### src/rtl/vptlb_pkg.sv
package vptlb_pkg;

    localparam int ADDR_W     = 32;
    localparam int PAGE_LSB   = 12;
    localparam int PN_W       = ADDR_W - PAGE_LSB;
    localparam int NUM_CAUSE  = 5;
    localparam int CAUSE_MISS = 0;
    localparam int CAUSE_MULT = 4;
    localparam int FLOOR_LSB  = 10;
    localparam int PTR_LSB    = 4;

    // tag word: page number, keep flag, valid flag, page-size code
    typedef struct packed {
        logic [PN_W-1:0] vpn;
        logic            keep;
        logic            valid;
        logic [1:0]      psize;
    } tag_t;

    // data word: physical page and access attributes
    typedef struct packed {
        logic [PN_W-1:0] ppn;
        logic            big;
        logic [1:0]      esz;
        logic            mixed;
    } data_t;

    typedef enum logic [3:0] {
        RA_STG_TAG   = 4'd0,
        RA_STG_DATA  = 4'd1,
        RA_COMMIT    = 4'd2,
        RA_LOCK      = 4'd3,
        RA_RD_TAG    = 4'd4,
        RA_RD_DATA   = 4'd5,
        RA_FLUSH_ALL = 4'd6,
        RA_FLUSH_ONE = 4'd7,
        RA_CAUSE     = 4'd8,
        RA_ENABLE    = 4'd9,
        RA_FAULT_VA  = 4'd10
    } reg_addr_e;

    function automatic logic [ADDR_W-1:0] page_mask(input logic [1:0] psize);
        case (psize)
            2'd0:    page_mask = 32'hFFF0_0000;
            2'd1:    page_mask = 32'hFFFF_0000;
            2'd2:    page_mask = 32'hFFFF_F000;
            default: page_mask = 32'hFF00_0000;
        endcase
    endfunction

    function automatic logic [ADDR_W-1:0] tag_word(input tag_t t);
        tag_word = {t.vpn, 8'b0, t.keep, t.valid, t.psize};
    endfunction

    function automatic logic [ADDR_W-1:0] data_word(input data_t d);
        data_word = {d.ppn, 2'b0, d.big, d.esz, d.mixed, 6'b0};
    endfunction

endpackage

### src/rtl/vptlb_match.sv
module vptlb_match
    import vptlb_pkg::*;
#(
    parameter int ENTRIES = 32
) (
    input  tag_t [ENTRIES-1:0] tags_i,
    input  logic [ADDR_W-1:0]  addr_i,
    output logic [ENTRIES-1:0] hit_o
);
    // one comparator per entry, mask chosen by that entry's page size
    for (genvar i = 0; i < ENTRIES; i++) begin : g_cmp
        logic [ADDR_W-1:0] diff;
        assign diff     = (addr_i ^ {tags_i[i].vpn, {PAGE_LSB{1'b0}}}) & page_mask(tags_i[i].psize);
        assign hit_o[i] = tags_i[i].valid && (diff == '0);
    end
endmodule

### src/rtl/vptlb_select.sv
module vptlb_select
    import vptlb_pkg::*;
#(
    parameter int ENTRIES = 32
) (
    input  logic [ENTRIES-1:0]      hit_i,
    input  logic [ENTRIES-1:0][1:0] psize_i,
    input  data_t [ENTRIES-1:0]     data_i,
    output data_t                   data_o,
    output logic [ADDR_W-1:0]       mask_o,
    output logic                    any_o,
    output logic                    multi_o
);
    // OR-mux: exact on a single hit, flagged as multi otherwise
    always_comb begin
        data_o = '0;
        mask_o = '0;
        for (int i = 0; i < ENTRIES; i++) begin
            if (hit_i[i]) begin
                data_o = data_o | data_i[i];
                mask_o = mask_o | page_mask(psize_i[i]);
            end
        end
        any_o   = |hit_i;
        multi_o = |(hit_i & (hit_i - 1'b1));
    end
endmodule

### src/rtl/vptlb_victim.sv
module vptlb_victim #(
    parameter int ENTRIES = 32,
    parameter int IDX_W   = $clog2(ENTRIES)
) (
    input  logic [IDX_W-1:0] floor_i,
    input  logic [IDX_W-1:0] ptr_i,
    output logic [IDX_W-1:0] slot_o,
    output logic [IDX_W-1:0] next_o
);
    localparam logic [IDX_W-1:0] LAST = IDX_W'(ENTRIES - 1);

    always_comb begin
        slot_o = (ptr_i < floor_i) ? floor_i : ptr_i;
        next_o = (slot_o == LAST) ? floor_i : slot_o + 1'b1;
    end
endmodule

### src/rtl/vptlb_top.sv
module vptlb_top
    import vptlb_pkg::*;
#(
    parameter int ENTRIES = 32
) (
    input  logic        clk,
    input  logic        rst_n,
    input  logic        reg_we_i,
    input  logic [3:0]  reg_addr_i,
    input  logic [31:0] reg_wdata_i,
    output logic [31:0] reg_rdata_o,
    input  logic        lu_valid_i,
    input  logic [31:0] lu_va_i,
    output logic        lu_done_o,
    output logic        lu_hit_o,
    output logic [31:0] lu_pa_o,
    output logic        lu_big_o,
    output logic [1:0]  lu_esz_o,
    output logic        lu_mixed_o,
    output logic        irq_o
);
    localparam int IDX_W = $clog2(ENTRIES);

    typedef struct packed {
        tag_t  [ENTRIES-1:0]  tags;
        data_t [ENTRIES-1:0]  datas;
        logic  [ADDR_W-1:0]   stg_tag;
        logic  [ADDR_W-1:0]   stg_data;
        logic  [IDX_W-1:0]    floor;
        logic  [IDX_W-1:0]    ptr;
        logic  [NUM_CAUSE-1:0] cause;
        logic  [NUM_CAUSE-1:0] enable;
        logic  [ADDR_W-1:0]   fault_va;
        logic                 done;
        logic                 hit;
        logic  [ADDR_W-1:0]   pa;
        logic                 big;
        logic  [1:0]          esz;
        logic                 mixed;
    } state_t;

    state_t st_d, st_q;

    logic [ENTRIES-1:0]      lu_hits, fl_hits;
    logic [ENTRIES-1:0][1:0] psize_w;
    data_t                   sel_data;
    logic [ADDR_W-1:0]       sel_mask;
    logic                    sel_any, sel_multi;
    logic [IDX_W-1:0]        commit_slot, ptr_next;

    for (genvar i = 0; i < ENTRIES; i++) begin : g_psz
        assign psize_w[i] = st_q.tags[i].psize;
    end

    vptlb_match #(.ENTRIES(ENTRIES)) u_lu_match (
        .tags_i (st_q.tags),
        .addr_i (lu_va_i),
        .hit_o  (lu_hits)
    );

    vptlb_match #(.ENTRIES(ENTRIES)) u_fl_match (
        .tags_i (st_q.tags),
        .addr_i (reg_wdata_i),
        .hit_o  (fl_hits)
    );

    vptlb_select #(.ENTRIES(ENTRIES)) u_select (
        .hit_i   (lu_hits),
        .psize_i (psize_w),
        .data_i  (st_q.datas),
        .data_o  (sel_data),
        .mask_o  (sel_mask),
        .any_o   (sel_any),
        .multi_o (sel_multi)
    );

    vptlb_victim #(.ENTRIES(ENTRIES), .IDX_W(IDX_W)) u_victim (
        .floor_i (st_q.floor),
        .ptr_i   (st_q.ptr),
        .slot_o  (commit_slot),
        .next_o  (ptr_next)
    );

    wire wr_commit = reg_we_i && (reg_addr_i == RA_COMMIT);

    always_comb begin
        st_d      = st_q;
        st_d.done = lu_valid_i;

        // register writes
        if (reg_we_i) begin
            case (reg_addr_e'(reg_addr_i))
                RA_STG_TAG:  st_d.stg_tag  = reg_wdata_i;
                RA_STG_DATA: st_d.stg_data = reg_wdata_i;
                RA_COMMIT: begin
                    st_d.tags[commit_slot]  = tag_t'{vpn:   st_q.stg_tag[31:12],
                                                     keep:  st_q.stg_tag[3],
                                                     valid: 1'b1,
                                                     psize: st_q.stg_tag[1:0]};
                    st_d.datas[commit_slot] = data_t'{ppn:   st_q.stg_data[31:12],
                                                      big:   st_q.stg_data[9],
                                                      esz:   st_q.stg_data[8:7],
                                                      mixed: st_q.stg_data[6]};
                    st_d.ptr = ptr_next;
                end
                RA_LOCK: begin
                    st_d.floor = reg_wdata_i[FLOOR_LSB +: IDX_W];
                    st_d.ptr   = reg_wdata_i[PTR_LSB +: IDX_W];
                end
                RA_FLUSH_ALL: begin
                    for (int i = 0; i < ENTRIES; i++)
                        if (!st_q.tags[i].keep) st_d.tags[i].valid = 1'b0;
                end
                RA_FLUSH_ONE: begin
                    for (int i = 0; i < ENTRIES; i++)
                        if (fl_hits[i]) st_d.tags[i].valid = 1'b0;
                end
                RA_CAUSE:  st_d.cause  = st_q.cause & ~reg_wdata_i[NUM_CAUSE-1:0];
                RA_ENABLE: st_d.enable = reg_wdata_i[NUM_CAUSE-1:0];
                default: ;
            endcase
        end

        // lookup result and fault causes (set wins over clear)
        if (lu_valid_i) begin
            if (sel_any && !sel_multi) begin
                st_d.hit   = 1'b1;
                st_d.pa    = ({sel_data.ppn, {PAGE_LSB{1'b0}}} & sel_mask) | (lu_va_i & ~sel_mask);
                st_d.big   = sel_data.big;
                st_d.esz   = sel_data.esz;
                st_d.mixed = sel_data.mixed;
            end else begin
                st_d.hit      = 1'b0;
                st_d.pa       = '0;
                st_d.big      = 1'b0;
                st_d.esz      = '0;
                st_d.mixed    = 1'b0;
                st_d.fault_va = lu_va_i;
                if (sel_multi) st_d.cause[CAUSE_MULT] = 1'b1;
                else           st_d.cause[CAUSE_MISS] = 1'b1;
            end
        end
    end

    always_ff @(posedge clk or negedge rst_n) begin
        if (!rst_n) st_q <= '0;
        else        st_q <= st_d;
    end

    always_comb begin
        reg_rdata_o = '0;
        case (reg_addr_e'(reg_addr_i))
            RA_STG_TAG:  reg_rdata_o = st_q.stg_tag;
            RA_STG_DATA: reg_rdata_o = st_q.stg_data;
            RA_LOCK: begin
                reg_rdata_o[FLOOR_LSB +: IDX_W] = st_q.floor;
                reg_rdata_o[PTR_LSB +: IDX_W]   = st_q.ptr;
            end
            RA_RD_TAG:   reg_rdata_o = tag_word(st_q.tags[st_q.ptr]);
            RA_RD_DATA:  reg_rdata_o = data_word(st_q.datas[st_q.ptr]);
            RA_CAUSE:    reg_rdata_o[NUM_CAUSE-1:0] = st_q.cause;
            RA_ENABLE:   reg_rdata_o[NUM_CAUSE-1:0] = st_q.enable;
            RA_FAULT_VA: reg_rdata_o = st_q.fault_va;
            default: ;
        endcase
    end

    assign lu_done_o  = st_q.done;
    assign lu_hit_o   = st_q.hit;
    assign lu_pa_o    = st_q.pa;
    assign lu_big_o   = st_q.big;
    assign lu_esz_o   = st_q.esz;
    assign lu_mixed_o = st_q.mixed;
    assign irq_o      = |(st_q.cause & st_q.enable);

    // after a commit the pointer never sits below the lock floor
    a_r6_ptr_floor: assert property (@(posedge clk) disable iff (!rst_n)
        wr_commit |=> (st_q.ptr >= st_q.floor));

    // the slot just written is valid
    a_r2_commit_valid: assert property (@(posedge clk) disable iff (!rst_n)
        wr_commit |=> st_q.tags[$past(commit_slot)].valid);

    // one-cycle answer, and none without a request
    a_r4_answer: assert property (@(posedge clk) disable iff (!rst_n)
        lu_valid_i |=> lu_done_o);
    a_r4_no_spurious: assert property (@(posedge clk) disable iff (!rst_n)
        !lu_valid_i |=> !lu_done_o);

    // a failed lookup leaves a cause pending
    a_r9_fault_cause: assert property (@(posedge clk) disable iff (!rst_n)
        (lu_done_o && !lu_hit_o) |-> (st_q.cause[CAUSE_MISS] || st_q.cause[CAUSE_MULT]));

    // nothing enabled, no interrupt
    a_r12_irq_masked: assert property (@(posedge clk) disable iff (!rst_n)
        (st_q.enable == '0) |-> !irq_o);

endmodule

### config.mk
export PLATFORM = sky130hd
export DESIGN_NAME = vptlb_top
export DESIGN_NICKNAME = d
export VERILOG_FILES = /design/src/rtl/vptlb_pkg.sv /design/src/rtl/vptlb_match.sv /design/src/rtl/vptlb_select.sv /design/src/rtl/vptlb_victim.sv /design/src/rtl/vptlb_top.sv
export SDC_FILE = /design/constraint.sdc
export NUM_CORES = 2
export LEC_CHECK = 0
export BUFFER_PORTS_ARGS = -buffer_cell sky130_fd_sc_hd__buf_2
export CORE_MARGIN = 10
export CORE_UTILIZATION = 50
export DETAILED_ROUTE_END_ITERATION = 6
export GPL_ROUTABILITY_DRIVEN = 0
export PLACE_DENSITY = 0.69
export SKIP_CTS_REPAIR_TIMING = 1
export SLEW_MARGIN = 10
export SYNTH_ARGS = -nofsm -noshare
export SYNTH_HDL_FRONTEND = slang
export SYNTH_SLANG_ARGS = --single-unit
### constraint.sdc
create_clock -name clk -period 5.2 [get_ports clk]
set_clock_uncertainty 0.2 [all_clocks]
set_input_delay 0 -clock clk [delete_from_list [all_inputs] [get_ports clk]]
set_output_delay 0 -clock clk [all_outputs]
set_load 0.01 [all_outputs]
==> key figures <==
STA
  – # setup viols final: 3
  – Slew headroom: 0.0271
  – Peak Freq: 186 MHz
  – RSZ-0062 raised after global routing: no
  – Post-route worst setup slack: -0.165 ns
  – Final hold vios: 0
  – Pins over their slew limit: 0
  – Hold_ws: between 0.02 and 0.025 ns
  – Fin crit period: between 5 and 6 ns
  – Fin crit share: 1.03
  – Least-Margin Pin Slew: 1.45 ns
  – Setup_tns: -0.269 ns

Floorplanning
  – Die height: 466 microns
  – Die ar.: 0.217 sq mm
  – Initial Util: 0.503
  – IO Count: ~140
  – Die width: ~470 microns
  – Core area: slightly below 0.2 sq mm
  – Rows: between 150 and 200

Min path
  – Worst hold path startpoint: lu_va_i[23]
  – HP Class: input pin to register

Finish
  – Layout cells sized above 1: 0.389
  – Synth-to-layout area growth: 11.5%
  – Fin nets: around 7800

Setup path
  – Crit-path max FO: 52
  – CP Capture Type: output pin
  – WP data required: roughly 5.0 ns
  – Worst setup path startpoint: st_q[81]$_DFFE_PN0P_
  – CP Data Arrival Time: between 5 and 6 ns
  – Critical Path Start Type: register
  – RR Startpoint: psize_w[62]$_DFFE_PN0P_
  – WS Path Type: register to output pin

Synthesis
  – Mapped Nets: approximately 7800
  – Area contributors post-synth: dfrtp_1, mux2_2, mux4_2, xor2_1, xnor2_1
  – Yosys top cell by area: dfrtp_1
  – Mapped Avg Cell Area: ~13 sq um
  – Unique cell type count in the Yosys netlist: 80
  – Count leader, synth: dfrtp_1
  – Share of flip-flops with an asynchronous set or reset: 1.00
  – Primary FF master, synth: dfrtp_1
  – Commonest cells post-synth: dfrtp_1, mux2_2, xor2_1
  – Synth warn: 0
  – Post-Syn Area: ~0.099 sq mm
  – Register area share after synthesis: 0.426
  – Cells after Synth: around 7600
  – Synth top area share: 0.426
  – Number of flops mapped to enable cells by yosys: 0
  – #FFs+latches synth: around 1700

Clock network
  – Htree depth: 4
  – TritonCTS clock tree: yes
  – Clock-pin slew on the worst setup and hold paths: roughly 0.060 ns
  – CTS Sinks: approximately 1700
  – Total CTS buffers: 180
  – Clk buf depth: 3
  – CTS Root Buffer Type: clkbuf_16
  – Latest clock arrival within the worst-skew pair: 0.88 ns

Global route
  – GRT busiest layer: met2
  – Met1 usage in global routing: 0.441
  – Met2 Track Usage GR: 0.479
  – Antenna violations before repair: 15
  – Vias in the first global route: approximately 74000
  – First-pass GRT wire length: 550000 microns
  – Largest net degree at the start of global routing: ~140
  – Tot GR Track Use: 0.347
  – Gr ovfl total: 0
  – GR met3 Demand/Resource: 0.151

Power
  – Clock Power Share: 0.336
  – Total Power: about 0.041 W
  – Internal: 0.0268 W
  – Seq pwr share: 0.404
  – Comb power frac: 0.259
  – Peak supply drop: 0.409 mV
  – Pleak: a little over 50 nW
  – Pwr/cell area: 368 mW/mm^2
  – Switching share of total power: 0.341
  – P_sw: 0.0139 W

Placement
  – Dpl hpwl: 253000 microns
  – IO Port Bufs: 142

Routing
  – Final WL: roughly 390000 microns
  – Vias per cell: approximately 7.2
  – TritonRoute pass-1 iters: 7
  – DR WL/cell: 37.4 microns
  – DRC Markers: 17
  – Post-route ant nets: 0
  – Via count: around 75000
  – Initial drt markers: about 12000

Status
  – Status: finished with violations
  – Failing checks: design-rule violations, negative setup slack

Flow run
  – Max Cap Viol: 0
## final cells by class
| type | count | area (sq um) |
|---|---|---|
| inverters | 88 | 330 |
| clock buffers | 248 | 5120 |
| repair buffers | 601 | 5110 |
| diodes | 16 | 40.0 |
| fillers | 16000 | 86700 |
| flip-flops and latches | 1690 | 42300 |
| well taps | 2640 | 3300 |
| multi-input cells | 5081 | 53400 |
| clock inverters | 79 | 1100 |
## sequential cells by signal (all words and copies together) (netlist names)
register and flops:
lu_done_o 1, st_q 1588, lu_esz_o 2, lu_mixed_o 1, lu_hit_o 1, lu_pa_o 32, psize_w 64, lu_big_o 1
## cells by family (layout without fill, tap and decap cells)
kind of cell	after synthesis	count (layout)	share of synthesized area
AND/OR/NAND/NOR	702	702	0.0379
multiplexers	2129	2129	0.297
XOR/XNOR	1282	1282	0.113
flip-flops	1690	1690	0.426
buffers and inverters	852	1016	0.0422
other	0	16	0
adder cells (fa/ha/maj)	74	74	0.00930
AO/OA/AOI/OAI	894	894	0.0750
## power by group through the flow
| stage | Clock (W) | Combinational, W | Sequential [W] |
|---|---|---|---|
| floorplan | 0 | 0.00712 | 0.0156 |
| global placement | 0 | 0.00988 | 0.0165 |
| detailed placement | 0 | 0.0101 | 0.0166 |
| CTS | 0.0137 | 0.0101 | 0.0163 |
| global route | 0.0143 | 0.0109 | 0.0166 |
| finish | 0.0137 | 0.0106 | 0.0165 |
## placed cells by master, fill, tap and decap left out, types with 16 or more instances in the layout
cell           instances
a2111oi_2             20
xor2_1               679
nand4_1              130
mux2_4                30
nor2_1                58
o21ai_0               66
a22oi_1               83
a21oi_1               61
o2bb2ai_2             29
buf_12                45
nand3_1               90
a22o_1               183
a221oi_1             200
ha_1                  73
a31oi_1               22
bufinv_16             20
clkbuf_16            183
mux2_2              1579
mux2i_1               40
dfrtp_1             1684
clkbuf_8              34
nor2_4                23
mux4_2               480
clkbuf_1              33
buf_4                296
inv_1                 87
xnor2_1              603
nor2b_1               29
o41ai_1               65
or3_1                 18
nor3_1                38
diode_2               16
dlygate4sd3_1        104
buf_2                141
nand2_1              137
a41oi_1               64
clkinv_2              30
a222oi_1              24
nor4_1                94
## critical path: stages, from the launching register on
cell     delay (ns)
dfrtp_4        0.41
buf_4          0.74
buf_6          0.54
mux4_2         0.44
mux4_2         0.60
mux2i_1        0.38
nor2_1         0.12
a21oi_1        0.14
nand2_1        0.47
buf_2          0.33
## through the flow
stage / util / instance area [sq um] / std cells / setup WS (ns)
floorplan: - / 99300 / 7623 / 1.34
global placement: 0.523 / 103000 / 9993 / 0.648
detailed placement: 0.523 / 103000 / 9993 / 0.569
CTS: 0.554 / 109000 / 10300 / -0.0618
global route: 0.560 / 111000 / 10400 / 0.0214
finish: 0.561 / 111000 / 10400 / -0.165
## metal layers
metal | wire length, microns | vias up
met3 | 58700 | 1570
li1 | - | 28500
met1 | 141000 | 38800
met2 | 159000 | 6186
met4 | 31700 | 17
met5 | 269 | -
## worst paths after layout
| check | endpoint | slack (ns) | cells after the start |
|---|---|---|---|
| worst max register to register | lu_pa_o[14]$_DFFE_PN0P_ | -0.09 | 14 |
| worst min-delay path | st_q[61]$_DFFE_PN0P_ | 0.02 | 4 |
| min in group asynchronous | st_q[1092]$_DFFE_PN0P_ | 0.40 | 4 |
| worst max-delay path | reg_rdata_o[19] | -0.17 | 9 |
| max in group asynchronous | st_q[1194]$_DFFE_PN0P_ | 3.50 | 4 |
| worst min register to register | lu_pa_o[28]$_DFFE_PN0P_ | 0.29 | 1 |
(Power assumes the default switching activity.)
